<file path="src/rtl/sat_clamp_pkg.sv">
package sat_clamp_pkg;
  localparam int NUM_EW = 4;
  localparam int SEL_W = $clog2(NUM_EW);
  localparam int BASE_W = 8;
  localparam int IN_W = 66;
  localparam int OUT_W = 64;

  typedef enum logic [SEL_W-1:0] {EW8, EW16, EW32, EW64} elemWidth_e;

  typedef struct packed {
    logic       load;
    logic       doClamp;
    logic       signedRange;
    logic       recordFlag;
    logic       trap;
    logic       carryUndef;
    elemWidth_e widthIdx;
  } clampCtrl_t;
endpackage

</file>
<file path="src/rtl/sat_clamp_ctrl.sv">
module sat_clamp_ctrl
  import sat_clamp_pkg::*;
(
  input  logic             inValid,
  input  logic [SEL_W-1:0] widthSel,
  input  logic             signedMode,
  input  logic             satEnable,
  input  logic             recordEnable,
  input  logic             ovfEnable,
  output clampCtrl_t       strobes
);
  always_comb begin
    strobes.load        = inValid;
    strobes.trap        = satEnable & ovfEnable;
    strobes.doClamp     = satEnable & ~ovfEnable;
    strobes.signedRange = signedMode;
    strobes.recordFlag  = recordEnable & satEnable & ~ovfEnable;
    strobes.carryUndef  = satEnable;
    strobes.widthIdx    = elemWidth_e'(widthSel);
  end
endmodule

</file>
<file path="src/rtl/sat_clamp_dp.sv">
module sat_clamp_dp
  import sat_clamp_pkg::*;
(
  input  logic            clk,
  input  logic            rst_n,
  input  clampCtrl_t      strobes,
  input  logic [IN_W-1:0] inResult,
  output logic            outValid,
  output logic [OUT_W-1:0] outValue,
  output logic            outSatFlag,
  output logic            outIllegal,
  output logic            outCarryUndef
);
  localparam logic [IN_W-1:0] ONE = IN_W'(1);

  logic [OUT_W-1:0] candVal [NUM_EW];
  logic             candSat [NUM_EW];
  logic [SEL_W-1:0] widthQ;
  logic             signedQ;

  for (genvar g = 0; g < NUM_EW; g++) begin : g_width
    localparam int W = BASE_W << g;
    localparam logic [IN_W-1:0] HI_U = (ONE << W) - ONE;
    localparam logic [IN_W-1:0] LO_U = '0;
    localparam logic [IN_W-1:0] HI_S = (ONE << (W - 1)) - ONE;
    localparam logic [IN_W-1:0] LO_S = ~(ONE << (W - 1)) + ONE;

    logic [IN_W-1:0] hiBound, loBound, picked;
    logic            overHi, underLo;
    logic [W-1:0]    lowBits;

    always_comb begin
      hiBound = strobes.signedRange ? HI_S : HI_U;
      loBound = strobes.signedRange ? LO_S : LO_U;
      overHi  = $signed(inResult) > $signed(hiBound);
      underLo = $signed(inResult) < $signed(loBound);
      if (strobes.doClamp && overHi)       picked = hiBound;
      else if (strobes.doClamp && underLo) picked = loBound;
      else                                 picked = inResult;
      lowBits = picked[W-1:0];
      candSat[g] = strobes.doClamp & (overHi | underLo);
    end

    if (W >= OUT_W) begin : g_full
      assign candVal[g] = lowBits[OUT_W-1:0];
    end else begin : g_ext
      assign candVal[g] = {{(OUT_W-W){strobes.signedRange & lowBits[W-1]}}, lowBits};
    end
  end

  always_ff @(posedge clk) begin
    if (!rst_n) begin
      outValid      <= 1'b0;
      outValue      <= '0;
      outSatFlag    <= 1'b0;
      outIllegal    <= 1'b0;
      outCarryUndef <= 1'b0;
      widthQ        <= '0;
      signedQ       <= 1'b0;
    end else begin
      outValid      <= strobes.load;
      outValue      <= strobes.trap ? '0 : candVal[strobes.widthIdx];
      outSatFlag    <= strobes.load & strobes.recordFlag & candSat[strobes.widthIdx];
      outIllegal    <= strobes.load & strobes.trap;
      outCarryUndef <= strobes.load & strobes.carryUndef;
      widthQ        <= strobes.widthIdx;
      signedQ       <= strobes.signedRange;
    end
  end

  // valid follows input one cycle later
  a_r7_valid_delay: assert property (@(posedge clk) disable iff (!rst_n)
    strobes.load |=> outValid);
  a_r7_no_spurious_valid: assert property (@(posedge clk) disable iff (!rst_n)
    !strobes.load |=> !outValid);
  // trap yields zero value and no flag
  a_r5_trap_quiet: assert property (@(posedge clk) disable iff (!rst_n)
    outIllegal |-> (outValue == '0) && !outSatFlag);
  // unsigned 8-bit result has zero upper bits
  a_r1_unsigned_ext: assert property (@(posedge clk) disable iff (!rst_n)
    (outValid && !outIllegal && !signedQ && widthQ == SEL_W'(0)) |-> (outValue[OUT_W-1:BASE_W] == '0));
  // signed 8-bit result is a sign extension
  a_r2_signed_ext: assert property (@(posedge clk) disable iff (!rst_n)
    (outValid && signedQ && widthQ == SEL_W'(0)) |->
      ($countones(outValue[OUT_W-1:BASE_W-1]) == 0 || $countones(outValue[OUT_W-1:BASE_W-1]) == OUT_W-BASE_W+1));
  // no flag without a saturation request
  a_r4_flag_needs_sat: assert property (@(posedge clk) disable iff (!rst_n)
    outSatFlag |-> outCarryUndef);
endmodule

</file>
<file path="src/rtl/sat_clamp_unit.sv">
module sat_clamp_unit
  import sat_clamp_pkg::*;
(
  input  logic                clk,
  input  logic                rst_n,
  input  logic                inValid,
  input  logic [IN_W-1:0]     inResult,
  input  logic [SEL_W-1:0]    widthSel,
  input  logic                signedMode,
  input  logic                satEnable,
  input  logic                recordEnable,
  input  logic                ovfEnable,
  output logic                outValid,
  output logic [OUT_W-1:0]    outValue,
  output logic                outSatFlag,
  output logic                outIllegal,
  output logic                outCarryUndef
);
  clampCtrl_t strobes;

  sat_clamp_ctrl u_ctrl (
    .inValid(inValid), .widthSel(widthSel), .signedMode(signedMode),
    .satEnable(satEnable), .recordEnable(recordEnable), .ovfEnable(ovfEnable),
    .strobes(strobes)
  );

  sat_clamp_dp u_dp (
    .clk(clk), .rst_n(rst_n), .strobes(strobes), .inResult(inResult),
    .outValid(outValid), .outValue(outValue), .outSatFlag(outSatFlag),
    .outIllegal(outIllegal), .outCarryUndef(outCarryUndef)
  );

  // carry-undefined marker tracks the saturation request
  a_r6_carry_undef: assert property (@(posedge clk) disable iff (!rst_n)
    (inValid && satEnable) |=> outCarryUndef);
  // illegal combination raises the trap
  a_r5_trap_raise: assert property (@(posedge clk) disable iff (!rst_n)
    (inValid && satEnable && ovfEnable) |=> outIllegal);
  // recording off means no flag
  a_r4_record_gate: assert property (@(posedge clk) disable iff (!rst_n)
    (inValid && !recordEnable) |=> !outSatFlag);
endmodule

</file>
<file path="config.mk">
export PLATFORM = sky130hd
export DESIGN_NAME = sat_clamp_unit
export DESIGN_NICKNAME = d
export VERILOG_FILES = /design/src/rtl/sat_clamp_pkg.sv /design/src/rtl/sat_clamp_ctrl.sv /design/src/rtl/sat_clamp_dp.sv /design/src/rtl/sat_clamp_unit.sv
export SDC_FILE = /design/constraint.sdc
export NUM_CORES = 1
export LEC_CHECK = 0
export BUFFER_PORTS_ARGS = -buffer_cell sky130_fd_sc_hd__buf_2
export CAP_MARGIN = 20
export CORE_MARGIN = 3
export CORE_UTILIZATION = 50
export DETAILED_ROUTE_END_ITERATION = 6
export HOLD_SLACK_MARGIN = 0.03
export PLACE_DENSITY_LB_ADDON = 0.3
export REMOVE_ABC_BUFFERS = 1
export SYNTH_ARGS = -nofsm -noshare
export SYNTH_HDL_FRONTEND = slang
export SYNTH_SLANG_ARGS = --single-unit
</file>
<file path="constraint.sdc">
create_clock -name clk -period 7.6 [get_ports clk]
set_clock_uncertainty 0.05 [all_clocks]
set_input_delay 0.38 -clock clk [delete_from_list [all_inputs] [get_ports clk]]
set_output_delay 0.38 -clock clk [all_outputs]
set_load 0.01 [all_outputs]
</file>
==> parameters.txt, run 1 <==
Parameter                              Value

Clocking
  Clock tree from TritonCTS ... done
  Clock net sink count ... 68
  Number of buffers on the longest clock path ... 2
  Setup Fix Bufs, Post-CTS ... 0
  Root Buffer ... sky130_fd_sc_hd__clkbuf_8
  Post-cts gate resize count ... 0
  Clock transition at the registers of the reported paths ... 0.07 ns
  Number of buffers inserted during clock tree synthesis ... 9
  Cts hold-fix bufs ... 0
  Number of H-tree levels ... 3

Cells and area
  Ratio of cells with drive above 1 in the final layout ... 26.2%
  Area grow syn2layout ... 21.4%
  Non-Filler Cell Area, Final ... 0.00547 mm²
  Number of filler instances in the final layout ... 768
  Antenna fix cells ... 0
  Final Instance Count excl. Fillers ... 784
  Final nets ... 816

Timing
  Max Slew Vio Count ... 0
  Setup total negative slack ... 0 ns
  Worst Hold Margin ... 0.203 ns
  Slew of the pin with the lowest slew margin ... 1.33 ns
  Clock period minus final worst setup slack ... 4.54 ns
  Final Hold Violating Endpoints ... 0
  Final setup fails ... 0
  Maximum achievable frequency ... 220 MHz
  Period utilisation layout ... 59.7%
  Worst slew margin relative to its limit ... 11.2%
  Unrepaired setup endpoints after global routing ... no

Yosys
  Share of the yosys chip area belonging to registers ... 30.2%
  Top cells by instance count after synthesis ... 68 x sky130_fd_sc_hd__dfxtp_1, 67 x sky130_fd_sc_hd__a21oi_1, 66 x sky130_fd_sc_hd__ha_1, 59 x sky130_fd_sc_hd__nand2_1, 29 x sky130_fd_sc_hd__nand4_1
  Warnings from Yosys ... 0
  Mean Syn Cell Area ... 8.36 µm²
  Area leader, netlist ... sky130_fd_sc_hd__dfxtp_1
  Cell with the most instances after synthesis ... sky130_fd_sc_hd__dfxtp_1
  Commonest register cell after synthesis ... sky130_fd_sc_hd__dfxtp_1
  Count of flip-flops with a built-in enable after synthesis ... 0
  Number of synthesized register bits ... 68
  Share of the synthesized area in the top cell type ... 30.2%
  Area contributors post-synth ... sky130_fd_sc_hd__dfxtp_1 30%, sky130_fd_sc_hd__ha_1 18%, sky130_fd_sc_hd__a21oi_1 7.4%
  Number of standard cells after synthesis ... 539
  Library cells used by synthesis ... 59
  Cell area after synthesis ... 0.00450 mm²
  Synth async-reset ratio ... 0%

Global route
  Overall fraction of global-route tracks in use ... 24.4%
  Number of antenna violations at the first check in global routing ... 0
  Largest net degree at the start of global routing ... 36
  Wire length of the first global-routing pass ... 20.5 mm
  Number of global-route vias before repair ... 4398
  Global-route congestion overflow total ... 0

Worst setup path
  Worst path max stage delay ... 1.04 ns
  Type of origin of the critical path ... input port
  Worst Path Required ... 7.79 ns
  Kind of capture point of the worst setup path ... register
  Crit path DAT ... 4.72 ns
  Highest fanout seen on the critical path ... 32
  Cell mode on critical path ... sky130_fd_sc_hd__or4_4
  Cell at the slowest stage of the critical path ... sky130_fd_sc_hd__a22oi_2
  Worst Path Class, Setup ... in2reg
  Crit path from ... signedMode
  CP Cell Sequence ... buf_2, inv_2, ha_1, nand4_4, or4_4, or4_4, o21bai_1, o211ai_1, a22oi_2, a21oi_1, or2_2

Hold path
  Hold Path Depth ... 3
  Endpoint of the worst hold-timing path ... u_dp.outValue[2]
  Hold path startpoint ... inResult[2]
  Hold WC Path Type ... in2reg

Job
  Max-cap violations ... 0

Power and ir drop
  Ratio of total power to cell area ... 163 mW/mm²
  Maximum ir drop on the vdd rail ... 107 µV
  Leakage power summed over all cells ... 2.71 nW

Placement
  Sum of net half-perimeters after detailed placement ... 9.48 mm
  Cell count after placement ... 767
  Quantity of I/O buffers inserted on ports ... 142
  Area post-placement ... 0.00527 mm²
  Final weighted congestion in routability-driven placement ... 0.898

Die
  Full die area ... 0.0102 mm²
  Row Count ... 33
  Die Y-Extent ... 101 µm
  Number of top-level pins ... 143
  Die Width ... 101 µm
  Core box area ... 0.00846 mm²
  Starting density of the core ... 53.2%

Drt
  Number of iterations in the first detailed-routing pass ... 5
  Violation count after the first detailed-route iteration ... 197
  Detailed-route via count ... 4604
  Wire length per cell ... 15.9 µm
  Remaining design rule violation count ... 0
  Final wirelength ... 12.5 mm
  Post-route ant nets ... 0
  Post-detailed-route via-to-cell ratio ... 5.87

Run status
  Status ... finished clean
## stage by stage
| stage | utilization [%] | power [mW] | setup WS, ns |
|---|---|---|---|
| after floorplan | - | 0.531 | 2.47 |
| after global placement | 62.2 | 0.617 | 2.90 |
| after detailed placement | 62.2 | 0.625 | 2.75 |
| after CTS | 64.2 | 0.897 | 3.10 |
| after global routing | 64.6 | 0.943 | 2.85 |
| final | 64.6 | 0.892 | 3.06 |
## cells in the final DEF (no fill, tap or decap), types with 2 or more instances in the layout
cell                       instances
sky130_fd_sc_hd__clkbuf_8         11
sky130_fd_sc_hd__nand3_1          12
sky130_fd_sc_hd__nor4_1           17
sky130_fd_sc_hd__ha_1             66
sky130_fd_sc_hd__clkbuf_1          2
sky130_fd_sc_hd__or4_4             2
sky130_fd_sc_hd__or3_1             5
sky130_fd_sc_hd__a21boi_0          2
sky130_fd_sc_hd__a31oi_1           3
sky130_fd_sc_hd__o21bai_1          3
sky130_fd_sc_hd__dfxtp_1          68
sky130_fd_sc_hd__nand3b_1          2
sky130_fd_sc_hd__a21oi_1          67
sky130_fd_sc_hd__nand2b_1          4
sky130_fd_sc_hd__nand2_1          59
sky130_fd_sc_hd__o21a_1           13
sky130_fd_sc_hd__nor2b_1           5
sky130_fd_sc_hd__nand4_1          29
sky130_fd_sc_hd__o21ai_0          13
sky130_fd_sc_hd__and2_1            8
sky130_fd_sc_hd__nor3_1            9
sky130_fd_sc_hd__buf_4             2
sky130_fd_sc_hd__or2_1            26
sky130_fd_sc_hd__a21o_1           16
sky130_fd_sc_hd__nor2_1           28
sky130_fd_sc_hd__o211ai_1          4
sky130_fd_sc_hd__a221oi_1          3
sky130_fd_sc_hd__or2_2             9
sky130_fd_sc_hd__clkinv_2          2
sky130_fd_sc_hd__o31a_1            3
sky130_fd_sc_hd__inv_1             9
sky130_fd_sc_hd__or4_1             2
sky130_fd_sc_hd__buf_2           142
sky130_fd_sc_hd__a211oi_1          4
## state kept, by name, indices dropped and copies added (netlist names)
name / flops
u_dp.outCarryUndef: 1
u_dp.outIllegal: 1
u_dp.outSatFlag: 1
u_dp.outValid: 1
u_dp.outValue: 64
## critical path, delay by kind of cell
family / cells / cell delay [ns]
compound gates: 4 / 1.63
simple gates: 4 / 1.56
buf+inv: 2 / 0.57
fa+ha+maj: 1 / 0.57
## layer usage
metal / track usage (%) / share of wire (%) / up-vias
li1: - / - / 2274
met1: 29.7 / 42 / 2122
met2: 42.0 / 49 / 186
met3: 6.02 / 7.2 / 22
met4: 8.38 / 2.1 / 0
met5: 0 / 0 / -
## cell type report
type                            count  area [µm²]  share of cell area, %
Clock buffer                       13         159                   2.90
Tap cell                          105         131                   2.40
Inverter                           10        37.5                  0.686
Multi-Input combinational cell    441        3020                   55.2
Clock inverter                      2        10.0                  0.183
Timing Repair Buffer              145         753                   13.8
Sequential cell                    68        1360                   24.9
## report_power, final
| group | switching, mW | internal (mW) |
|---|---|---|
| clock network | 0.138 | 0.134 |
| registers | 0.00512 | 0.381 |
| logic | 0.138 | 0.0966 |
## kinds of logic (layout without fill, tap and decap cells)
group / count (synthesis) / after routing / synth area share, %
AND/OR/NAND/NOR: 225 / 225 / 26.9
AO/OA/AOI/OAI: 148 / 148 / 21.2
flip-flops: 68 / 68 / 30.2
adder cells (fa/ha/maj): 66 / 66 / 18.3
buffers and inverters: 30 / 170 / 2.89
multiplexers: 2 / 2 / 0.472
## worst max-delay path by stage
stage                              endpoint  depth (start not counted)
after floorplan           u_dp.outValue[33]                         10
after global placement    u_dp.outValue[60]                         11
after detailed placement  u_dp.outValue[35]                         11
after CTS                 u_dp.outValue[35]                         11
after global routing      u_dp.outValue[60]                         11
final                     u_dp.outValue[35]                         11
Power figures use the tool's default switching activity.
==> run 2: changes to the inputs <==
CORE_UTILIZATION = 47   (was 50)
clock period = 3.9 ns   (was 7.6 ns; I/O delays follow)
==> parameters.txt, run 2 (same netlist as run 1, synthesis figures left out) <==
Parameter                              Value

Run status
  Status ... finished clean

Timing
  Period utilisation layout ... 85.1%
  Final Hold Violating Endpoints ... 0
  Clock period minus final worst setup slack ... 3.32 ns
  Setup total negative slack ... 0 ns
  Max Slew Vio Count ... 0
  Slew of the pin with the lowest slew margin ... 1.05 ns
  Final setup fails ... 0
  Unrepaired setup endpoints after global routing ... no
  Worst slew margin relative to its limit ... 30.3%
  Maximum achievable frequency ... 301 MHz

Cells and area
  Area grow syn2layout ... 27.1%
  Most frequent cells in the layout ... 142 x sky130_fd_sc_hd__buf_2, 68 x sky130_fd_sc_hd__dfxtp_1, 67 x sky130_fd_sc_hd__a21oi_1
  Number of filler instances in the final layout ... 881
  Non-Filler Cell Area, Final ... 0.00572 mm²
  Sequential cell area ... 0.00136 mm²
  Ratio of cells with drive above 1 in the final layout ... 26.8%
  Most common library cell in the layout ignoring fill and taps ... sky130_fd_sc_hd__buf_2
  Largest register by flop count ... u_dp.outValue
  Antenna fix cells ... 0
  Multi-input combinational cell area ... 0.00302 mm²
  Max reg flops ... 64
  Final Instance Count excl. Fillers ... 827
  Final nets ... 834

Global route
  Wire length of the first global-routing pass ... 21.6 mm
  GR peak layer ... met2
  Global-route congestion overflow total ... 0
  Met1 Use GR ... 29.3%
  Number of global-route vias before repair ... 4590
  Number of antenna violations at the first check in global routing ... 0
  Met2 routing resource usage after global routing ... 42.0%
  Met3 Resource Use GR ... 5.34%
  Largest net degree at the start of global routing ... 37
  Overall fraction of global-route tracks in use ... 23.8%

Clocking
  Root Buffer ... sky130_fd_sc_hd__clkbuf_8
  Post-cts gate resize count ... 0
  Clock transition at the registers of the reported paths ... 0.08 ns
  Number of buffers inserted during clock tree synthesis ... 9
  Clock tree from TritonCTS ... done
  Number of H-tree levels ... 3
  Clock net sink count ... 68
  Number of buffers on the longest clock path ... 2

Worst setup path
  Crit path from ... signedMode
  Worst Path Class, Setup ... in2reg
  Crit path DAT ... 3.51 ns
  Kind of capture point of the worst setup path ... register
  Type of origin of the critical path ... input port
  Worst Path Required ... 4.09 ns
  Highest fanout seen on the critical path ... 15

Die
  Number of top-level pins ... 143
  Row Count ... 35
  Full die area ... 0.0108 mm²
  Core box area ... 0.00928 mm²
  Starting density of the core ... 48.5%
  Die Width ... 104 µm
  Die Y-Extent ... 104 µm

Power and ir drop
  Ratio of total power to cell area ... 343 mW/mm²
  Proportion of power drawn by the clock network ... 37.7%
  Seq pwr share ... 38.3%
  Leakage power summed over all cells ... 2.82 nW
  Total design power ... 1.96 mW
  Psw ... 0.564 mW
  Maximum ir drop on the vdd rail ... 181 µV
  Switch share ... 28.7%
  Internal power of the cells ... 1.40 mW
  Part of the power in combinational logic ... 24.0%

Hold path
  Hold WC Path Type ... in2reg
  Hold path startpoint ... inResult[20]

Job
  Max-cap violations ... 0

Drt
  Wire length per cell ... 15.7 µm
  Post-detailed-route via-to-cell ratio ... 5.61
  Remaining design rule violation count ... 0
  Number of iterations in the first detailed-routing pass ... 5
  Violation count after the first detailed-route iteration ... 161
  Detailed-route via count ... 4639
  Final wirelength ... 13.0 mm
  Post-route ant nets ... 0

Placement
  Sum of net half-perimeters after detailed placement ... 9.70 mm
  Final weighted congestion in routability-driven placement ... 0.938
  Area post-placement ... 0.00536 mm²
  Quantity of I/O buffers inserted on ports ... 142
  Cell count after placement ... 799
[run 2: cell count changes in the layout (fill, tap and decap cells not counted)]
cell | previous run | this run
sky130_fd_sc_hd__buf_16 | 1 | 0
sky130_fd_sc_hd__buf_4 | 2 | 10
sky130_fd_sc_hd__bufinv_16 | 0 | 3
sky130_fd_sc_hd__clkinv_2 | 2 | 1
sky130_fd_sc_hd__clkbuf_1 | 2 | 1
sky130_fd_sc_hd__dlygate4sd3_1 | 0 | 11
[run 2: timing repair]
| action | 4_1_cts | 5_1_grt |
|---|---|---|
| hold buffers | 11 | 0 |
| setup buffers | 0 | 0 |
| endpoints found under the hold margin | 11 | 0 |
[run 2: final timing paths]
path | to | slack (ns) | depth (start not counted)
setup / recovery | u_dp.outValue[21] | 0.58 | 12
hold / removal | u_dp.outValue[20] | 0.04 | 2
[run 2: power groups by stage]
stage,logic (mW),clock network [mW],registers (mW)
final,0.471,0.740,0.752
after global routing,0.527,0.783,0.758
after CTS,0.469,0.755,0.753
after detailed placement,0.456,0,0.769
after global placement,0.440,0,0.768
after floorplan,0.237,0,0.797
[run 2: per-stage QoR]
stage	setup slack, ns	utilization, %	hold slack (ns)
final	0.581	61.7	0.0386
after global routing	0.262	61.7	0.0454
after CTS	0.435	61.6	0.0311
after detailed placement	0.0821	57.7	0.377
after global placement	0.190	57.7	0.371
after floorplan	-1.05	-	0.250
[run 2: routing by layer]
layer / share of wire, % / up-vias / wire (µm)
li1: - / 2309 / -
met2: 49 / 146 / 6360
met5: 0 / - / 0
met1: 43 / 2165 / 5610
met4: 1.4 / 0 / 178
met3: 6.3 / 19 / 819
[run 2: layout make-up]
class	count	area share (%)
inverters	10	0.656
multi-input cells	441	52.7
clock buffers	12	2.71
well taps	129	2.82
clock inverters	4	1.66
repair buffers	163	15.7
flip-flops and latches	68	23.8
[run 2: critical path, cell delays in order]
cell and delay (ns):
sky130_fd_sc_hd__buf_2 0.14, sky130_fd_sc_hd__inv_2 0.13, sky130_fd_sc_hd__ha_1 0.40, sky130_fd_sc_hd__nand4_4 0.13, sky130_fd_sc_hd__or4_4 0.57, sky130_fd_sc_hd__nor4_1 0.42
sky130_fd_sc_hd__a31oi_1 0.14, sky130_fd_sc_hd__a21boi_0 0.14, sky130_fd_sc_hd__nand4b_1 0.27, sky130_fd_sc_hd__a21oi_1 0.12, sky130_fd_sc_hd__or3_1 0.61, sky130_fd_sc_hd__a21o_1 0.25
